File: src/rtl/tap_seq_pkg.sv
package tap_seq_pkg;
    typedef enum logic [1:0] {
        ST_IDLE = 2'd0,
        ST_TAP  = 2'd1,
        ST_EMIT = 2'd2
    } tap_state_e;

    localparam logic [1:0] REG_LEN  = 2'd0;
    localparam logic [1:0] REG_MASK = 2'd1;
    localparam logic [1:0] REG_CTRL = 2'd2;
endpackage

File: src/rtl/tap_seq_regs.sv
module tap_seq_regs
    import tap_seq_pkg::*;
#(
    parameter int MAX_TAPS = 8,
    parameter int IDX_W    = $clog2(MAX_TAPS)
) (
    input  logic                clk,
    input  logic                rst_n,
    input  logic                cfg_we,
    input  logic [1:0]          cfg_addr,
    input  logic [31:0]         cfg_wdata,
    output logic [IDX_W-1:0]    stg_len_m1,
    output logic [MAX_TAPS-1:0] stg_mask,
    output logic                stg_en
);
    logic unused_wdata;
    assign unused_wdata = ^cfg_wdata;

    always_ff @(posedge clk) begin
        if (!rst_n) begin
            stg_len_m1 <= '0;
            stg_mask   <= '1;
            stg_en     <= 1'b0;
        end else if (cfg_we) begin
            unique case (cfg_addr)
                REG_LEN:  stg_len_m1 <= cfg_wdata[IDX_W-1:0];
                REG_MASK: stg_mask   <= cfg_wdata[MAX_TAPS-1:0];
                REG_CTRL: stg_en     <= cfg_wdata[0];
                default:  ;
            endcase
        end
    end

    // only the low mask bits of the write are kept
    a_r3_mask_low_bits: assert property (@(posedge clk) disable iff (!rst_n)
        (cfg_we && cfg_addr == REG_MASK) |=> (stg_mask == $past(cfg_wdata[MAX_TAPS-1:0])));
endmodule

File: src/rtl/tap_seq_iter.sv
module tap_seq_iter #(
    parameter int MAX_TAPS = 8,
    parameter int IDX_W    = $clog2(MAX_TAPS)
) (
    input  logic                clk,
    input  logic                rst_n,
    input  logic                load,
    input  logic                advance,
    input  logic [IDX_W-1:0]    stg_len_m1,
    input  logic [MAX_TAPS-1:0] stg_mask,
    output logic                tap_bit,
    output logic                last
);
    logic [IDX_W-1:0]    idx;
    logic [IDX_W-1:0]    sh_len_m1;
    logic [MAX_TAPS-1:0] sh_mask;

    always_ff @(posedge clk) begin
        if (!rst_n) begin
            idx       <= '0;
            sh_len_m1 <= '0;
            sh_mask   <= '0;
        end else if (load) begin
            idx       <= '0;
            sh_len_m1 <= stg_len_m1;
            sh_mask   <= stg_mask;
        end else if (advance) begin
            idx <= idx + 1'b1;
        end
    end

    assign tap_bit = sh_mask[idx];
    assign last    = (idx == sh_len_m1);

    // a boundary restarts the walk at iteration 0
    a_r9_wrap_to_zero: assert property (@(posedge clk) disable iff (!rst_n)
        load |=> (idx == '0));
    // the index never reaches bits beyond the batch length
    a_r6_index_in_batch: assert property (@(posedge clk) disable iff (!rst_n)
        idx <= sh_len_m1);
    // the active settings only change at a boundary
    a_r11_shadow_hold: assert property (@(posedge clk) disable iff (!rst_n)
        !load |=> ($stable(sh_mask) && $stable(sh_len_m1)));
    // each accepted non-final output moves to the next iteration
    a_r2_step_one: assert property (@(posedge clk) disable iff (!rst_n)
        (advance && !load) |=> (idx == $past(idx) + 1'b1));
endmodule

File: src/rtl/tap_seq_fsm.sv
module tap_seq_fsm
    import tap_seq_pkg::*;
#(
    parameter int DATA_W = 24
) (
    input  logic              clk,
    input  logic              rst_n,
    input  logic              stg_en,
    input  logic              tap_bit,
    input  logic              last,
    input  logic              in_valid,
    input  logic [DATA_W-1:0] in_data,
    input  logic              out_ready,
    output logic              in_ready,
    output logic              out_valid,
    output logic [DATA_W-1:0] out_data,
    output logic              load,
    output logic              advance
);
    tap_state_e state, state_nx;
    logic       capture;

    always_ff @(posedge clk) begin
        if (!rst_n) state <= ST_IDLE;
        else        state <= state_nx;
    end

    always_comb begin
        state_nx = state;
        unique case (state)
            ST_IDLE: if (stg_en) state_nx = ST_TAP;
            ST_TAP:  if (!tap_bit || in_valid) state_nx = ST_EMIT;
            ST_EMIT: if (out_ready) begin
                         if (!last)      state_nx = ST_TAP;
                         else if (stg_en) state_nx = ST_TAP;
                         else            state_nx = ST_IDLE;
                     end
            default: state_nx = ST_IDLE;
        endcase
    end

    always_comb begin
        in_ready  = 1'b0;
        out_valid = 1'b0;
        load      = 1'b0;
        advance   = 1'b0;
        capture   = 1'b0;
        unique case (state)
            ST_IDLE: load = stg_en;
            ST_TAP: begin
                in_ready = tap_bit;
                capture  = tap_bit && in_valid;
            end
            ST_EMIT: begin
                out_valid = 1'b1;
                load      = out_ready && last;
                advance   = out_ready && !last;
            end
            default: ;
        endcase
    end

    always_ff @(posedge clk) begin
        if (!rst_n)       out_data <= '0;
        else if (capture) out_data <= in_data;
    end

    // a presented pixel holds until it is taken
    a_r8_out_hold: assert property (@(posedge clk) disable iff (!rst_n)
        (out_valid && !out_ready) |=> (out_valid && $stable(out_data)));
    // a set bit with no input offered produces no output
    a_r7_stall: assert property (@(posedge clk) disable iff (!rst_n)
        (state == ST_TAP && tap_bit && !in_valid) |=> !out_valid);
    // input is never requested on a clear bit
    a_r5_no_pull_on_clear: assert property (@(posedge clk) disable iff (!rst_n)
        in_ready |-> tap_bit);
    // a final output with the enable cleared leaves the block quiet
    a_r10_stop_quiet: assert property (@(posedge clk) disable iff (!rst_n)
        (out_valid && out_ready && last && !stg_en) |=> (!out_valid && !in_ready));
endmodule

File: src/rtl/tap_sequencer.sv
module tap_sequencer
    import tap_seq_pkg::*;
#(
    parameter int DATA_W   = 24,
    parameter int MAX_TAPS = 8
) (
    input  logic              clk,
    input  logic              rst_n,
    input  logic              cfg_we,
    input  logic [1:0]        cfg_addr,
    input  logic [31:0]       cfg_wdata,
    input  logic              in_valid,
    output logic              in_ready,
    input  logic [DATA_W-1:0] in_data,
    output logic              out_valid,
    input  logic              out_ready,
    output logic [DATA_W-1:0] out_data
);
    localparam int IDX_W = $clog2(MAX_TAPS);

    logic [IDX_W-1:0]    stg_len_m1;
    logic [MAX_TAPS-1:0] stg_mask;
    logic                stg_en;
    logic                tap_bit;
    logic                last;
    logic                load;
    logic                advance;

    tap_seq_regs #(.MAX_TAPS(MAX_TAPS), .IDX_W(IDX_W)) u_regs (
        .clk        (clk),
        .rst_n      (rst_n),
        .cfg_we     (cfg_we),
        .cfg_addr   (cfg_addr),
        .cfg_wdata  (cfg_wdata),
        .stg_len_m1 (stg_len_m1),
        .stg_mask   (stg_mask),
        .stg_en     (stg_en)
    );

    tap_seq_iter #(.MAX_TAPS(MAX_TAPS), .IDX_W(IDX_W)) u_iter (
        .clk        (clk),
        .rst_n      (rst_n),
        .load       (load),
        .advance    (advance),
        .stg_len_m1 (stg_len_m1),
        .stg_mask   (stg_mask),
        .tap_bit    (tap_bit),
        .last       (last)
    );

    tap_seq_fsm #(.DATA_W(DATA_W)) u_fsm (
        .clk       (clk),
        .rst_n     (rst_n),
        .stg_en    (stg_en),
        .tap_bit   (tap_bit),
        .last      (last),
        .in_valid  (in_valid),
        .in_data   (in_data),
        .out_ready (out_ready),
        .in_ready  (in_ready),
        .out_valid (out_valid),
        .out_data  (out_data),
        .load      (load),
        .advance   (advance)
    );
endmodule

File: config.mk
export PLATFORM = sky130hd
export DESIGN_NAME = tap_sequencer
export DESIGN_NICKNAME = d
export VERILOG_FILES = /design/src/rtl/tap_seq_pkg.sv /design/src/rtl/tap_seq_regs.sv /design/src/rtl/tap_seq_iter.sv /design/src/rtl/tap_seq_fsm.sv /design/src/rtl/tap_sequencer.sv
export SDC_FILE = /design/constraint.sdc
export NUM_CORES = 1
export LEC_CHECK = 0
export ABC_AREA = 1
export BUFFER_PORTS_ARGS = -buffer_cell sky130_fd_sc_hd__buf_2
export CAP_MARGIN = 5
export CORE_ASPECT_RATIO = 1.4
export CORE_MARGIN = 1.5
export CORE_UTILIZATION = 35
export CTS_CLUSTER_DIAMETER = 120
export DETAILED_ROUTE_END_ITERATION = 7
export PLACE_DENSITY = 0.61
export REMOVE_ABC_BUFFERS = 1
export SLEW_MARGIN = 20
export SYNTH_ARGS = -nofsm -noshare
export SYNTH_HDL_FRONTEND = slang
export SYNTH_SLANG_ARGS = --single-unit
File: constraint.sdc
create_clock -name clk -period 1.2 [get_ports clk]
set_input_delay 0.06 -clock clk [delete_from_list [all_inputs] [get_ports clk]]
set_output_delay 0.06 -clock clk [all_outputs]
set_load 0.005 [all_outputs]
# Yosys cells after proc, flatten, opt, wreduce, memory -nomap -nowiden
# Cells that the tools add are included.
# totals
ff_bits	52
input_bits	63
output_inout_bits	26
wordCells	45
# classes
addsub	1
n_lt_le_gt_ge	1
eq_ne	8
n_mux	13
bitwise_logic	1
n_reduce_logical	13
# op_table
operator	count
$mux W2	4
$mux W1	6
$pmux W2 S3	1
$reduce_and A2 Y1	3
$eq A2 B1 Y1 const B	2
$eq A2 B2 Y1 const B	2
$logic_not A2 Y1	2
$lt A3 B4 Y1 const B	1
$ne A2 B2 Y1 const B	2
$add A3 B1 Y3 const B	1
$bmux W1 S3	1
$eq A3 B3 Y1	1
$logic_and A1 B1 Y1	3
$reduce_and A3 Y1	1
$logic_not A1 Y1	2
$ne A2 B1 Y1 const B	1
$pmux W1 S2	1
$reduce_or A2 Y1	1
$logic_or A1 B1 Y1	1
$not A1 Y1	1

# Logic depth before layout (Yosys ltp)
# depth
word_depth	6
depth_mapped	11
depth_no_buf	9

# Modules after synthesis
# A second synthesis with hierarchy kept.
# hier_totals
cells_unflattened	333
hier_area_um2	2312.2
# modules_own_cells
mod	instances	cells_per_inst	area_per_inst_um2	seq_area_each_um2
tap_seq_fsm	1	180	1137.3	520.5
tap_seq_iter	1	88	660.6	280.3
tap_seq_regs	1	65	514.2	240.2

# Least setup slack after synthesis
# Ideal clock, no wire load.
# synth_timing
kind	reg2reg
start	register u_iter.idx[0]
end	register u_fsm.out_data[7]
setup_ns	0.064
t_arrival_ns	1.208
t_required_ns	1.136
setup_slack_ns	-0.072
path_stages_with_launch	11
path_buffers	2
period_less_slack_ns	1.272
path_cell_list	dfxtp_1 > buf_6 > inv_4 > nand2_1 > nand3_2 > nand3_2 > nand3_4 > nor2_4 > buf_6 > nor2_1 > nor2_1
# synth_via
elab_chain_cells	4
# synth_lines
element	line	text
start: declaration	tap_seq_iter.sv:14	logic [IDX_W-1:0] idx;
start signal: assignment	tap_seq_iter.sv:28	idx <= idx + 1'b1;
$bmux W1 S3	tap_seq_iter.sv:32	assign tap_bit = sh_mask[idx];
$mux W1 (not written as such)	tap_seq_iter.sv:32	
$logic_and A1 B1 Y1	tap_seq_fsm.sv:52	capture = tap_bit && in_valid;
$mux W1	tap_seq_fsm.sv:48	unique case (state)
end signal: assignment	tap_seq_fsm.sv:65	else if (capture) out_data <= in_data;
end: declaration	tap_seq_fsm.sv:16	output logic [DATA_W-1:0] out_data,
# Every way passes these cells. The select of a mux whose other input is x is not followed.
# A chain may end at the register's enable or synchronous reset.

# Final worst setup path
# layout_timing
start	register u_iter.idx[0]
end	output in_ready
# layout_via
elab_chain_cells	3
# layout_lines
element	line	text
$bmux W1 S3	tap_seq_iter.sv:32	
$mux W1 (not written as such)	tap_seq_iter.sv:32	
$mux W1	tap_seq_fsm.sv:48	
end: declaration	tap_sequencer.sv:13	output logic in_ready,
# Every way passes these cells. The select of a mux whose other input is x is not followed.

==> out/metrics.yaml <==
synthesis:
  synth.area.top_cells: "dfxtp_1 (41%), nand2_1 (9.5%), nor2_1 (8.6%), inv_1 (6.5%), nand4_1 (6.4%)"
  synth.yosys.seq_area_share: 0.4121
  synthCells: 343
  netlist.area_leader.share: 0.4121
  synth_area_mm2: 0.002526
  yosys.area.top_type: "dfxtp_1"
  synth_warnings: 0
  syn_avg_cell_area_um2: 7.365
  synth_seq_cells: 52
  ys_types: 25
floorplanning:
  ios: 89
  die_x_um: 74.80
  die_h_um: 103.5
  start_util: 0.3618
  fp.dieArea_mm2: 0.007743
  coreArea_mm2: 0.006982
  num_rows: 36
critical_path:
  cp.required_ns: 1.14
  critPathTopFamily: "flip-flops"
  crit_top_cell: "nand3_4"
  worstPathMaxFanout: 7
  setup.worst_path.start_class: "flip-flop"
  critPathMaxStageDelay_ns: 0.41
  cp.arrival_ns: 1.37
  cp_cell_sequence: "inv_8 > nand2_2 > nand3_4 > nand3_4 > nand3_4 > buf_6 > inv_4 > buf_6"
  path_buf_inv: 4
  critical_path_class: "flip-flop to primary output"
  crit_slowest_cell: "dfxtp_4"
  end_kind: "primary output"
sta:
  post-route-period-util: 1.193
  fin_ws_ns: -0.2316
  slew_headroom: 0.6633
  skew_ns: 0.01020
  period_needed_ns: 1.432
  hold_ws_ns: -0.001191
  setup_viol: 40
  setup_tns_ns: -7.306
  final_max_slew_viol_count: 0
  finalHoldViolCount: 1
  tightest_slew_ns: 0.5044
  fmaxAchievable_ghz: 0.6985
  rsz0062_at_grt: "true"
grt:
  antenna_found_initial: 0
  grt_pass1_wl_um: 9798
  grt_max_degree: 27
  track_usage: 0.1576
  grt_overflow_total: 0
  grt_pass1_vias: 2248
cts:
  cts_root_buffer: "clkbuf_8"
  clk_latency_ns: 0.31
  cts_buffers: 5
  h-tree-depth: 2
  cts_tree: "built"
  clockBufferDepth: 2
  clkTransAtPathRegs_ns: 0.09
  clock_sinks: 52
drt:
  via_per_inst: 4.594
  wl_met2_um: 3520
  drt_wl_total_um: 6584
  drtIter0Drc: 74
  drc: 0
  vias: 2481
  dr.max_layer_used: "met4"
  met1_length_um: 2770
  ant_nets: 0
  first_pass_iters: 4
  wl_met3_um: 253
  post_drt_wl_per_cell_um: 12.19
status:
  outcome: "finished, violations left"
  violations: "negative hold slack, negative setup slack"
cells_and_area:
  n_antenna_cell: 0
  layout.nets: 508
  area_delta_synth_final_pct: 47.30
  layout-drive-gt1-share: 0.4022
  nFillCells: 648
pwr:
  total_power_mw: 4.423
  vdd_drop_max_mv: 0.8138
  pwr_density_cell_mw_per_mm2: 1189
  p_leak_nw: 1.762
place:
  dp_hpwl_um: 3950
  io_buffers: 64
  gp_congestion: 0.7628
run:
  maxCapViolCount: 0
min_path:
  hold_class: "input pin to flip-flop"
## final timing paths
check / start / end / slack (ns) / cells after the start
max: u_iter.idx[0] / in_ready / -0.23 / 8
max reg2reg: u_iter.idx[0] / u_fsm.state[0] / -0.21 / 9
min reg2reg: u_regs.stg_mask[3] / u_iter.sh_mask[3] / 0.46 / 2
min: cfg_wdata[0] / u_regs.stg_mask[0] / -0.001 / 3
## per-stage QoR
step | setup slack, ns | hold slack, ns | std cells | area [um2] | utilization
6_report | -0.2316 | -0.001191 | 540 | 3721 | 0.5330
5_1_grt | -0.3096 | 0.02823 | 540 | 3721 | 0.5330
4_1_cts | -0.2213 | 0.001179 | 535 | 3465 | 0.4962
3_5_place_dp | -0.4365 | 0.2762 | 509 | 3072 | 0.4400
3_3_place_gp | -0.3352 | 0.2704 | 509 | 3072 | 0.4400
2_1_floorplan | -0.2864 | 0.1441 | 324 | 2400 | -
## area by class of cell
| cell class | count | area, um2 | share of cell area |
|---|---|---|---|
| Multi-Input combinational cell | 224 | 1375 | 0.3695 |
| Sequential cell | 52 | 1055 | 0.2835 |
| Timing Repair Buffer | 112 | 867.1 | 0.2330 |
| Inverter | 49 | 193.9 | 0.05212 |
| Tap cell | 95 | 118.9 | 0.03194 |
| Clock buffer | 5 | 68.82 | 0.01849 |
| Clock inverter | 3 | 42.54 | 0.01143 |
## Yosys cell counts (all sizes together)
master and n:
nor2 62, xor2 1, xnor2 3, nor3 2, dfxtp 52, nand2 76
a21oi 15, nand3 30, nand4 27, ha 1, buf 11, clkbuf 8
o21ai 6, inv 49
## sequential cells by signal, indices dropped and copies added, names as in the netlist
register and flops:
u_fsm.out_data 24, u_fsm.state 2, u_iter.idx 3, u_iter.sh_len_m1 3, u_iter.sh_mask 8, u_regs.stg_en 1, u_regs.stg_len_m1 3, u_regs.stg_mask 8
## cell usage in the layout, fill, tap and decap left out, drive strengths merged, types with 3 or more instances in the layout
| master | instances |
|---|---|
| nand4 | 27 |
| inv | 49 |
| dfxtp | 52 |
| o21ai | 6 |
| nor2 | 63 |
| a21oi | 15 |
| xnor2 | 3 |
| clkbuf | 7 |
| nand3 | 30 |
| dlygate4sd3 | 7 |
| buf | 103 |
| nand2 | 76 |
## worst min-delay path, stage by stage
cell	delay [ns]
buf_2	0.10
nand2_1	0.05
nand3_1	0.06
## cell families after synthesis
group / after synthesis / share of synthesized area
AND/OR/NAND/NOR: 197 / 0.3799
AO/OA/AOI/OAI: 21 / 0.05646
flip-flops: 52 / 0.4121
adder cells (fa/ha/maj): 1 / 0.004952
buffers and inverters: 68 / 0.1238
XOR/XNOR: 4 / 0.02279
## timing repair
item                                   in CTS  in global routing
pin swaps                                   7                 14
setup endpoints to repair                  41                 42
gates resized for setup                    31                 38
buffers inserted                            8                  3
gates cloned                                3                  3
hold buffers                                7                  0
endpoints found under the hold margin       8                  0
## report_power, final
group          internal, mW  switching [mW]
Combinational         0.647           0.680
Sequential             1.83          0.0682
Clock                 0.618           0.576
## per-layer routing
metal  up-vias  track usage
met5         -            0
met4         0      0.03506
met3         7      0.02918
met2        78       0.2844
met1      1118       0.1873
li1       1278            -
Power figures use the tool's default switching activity.
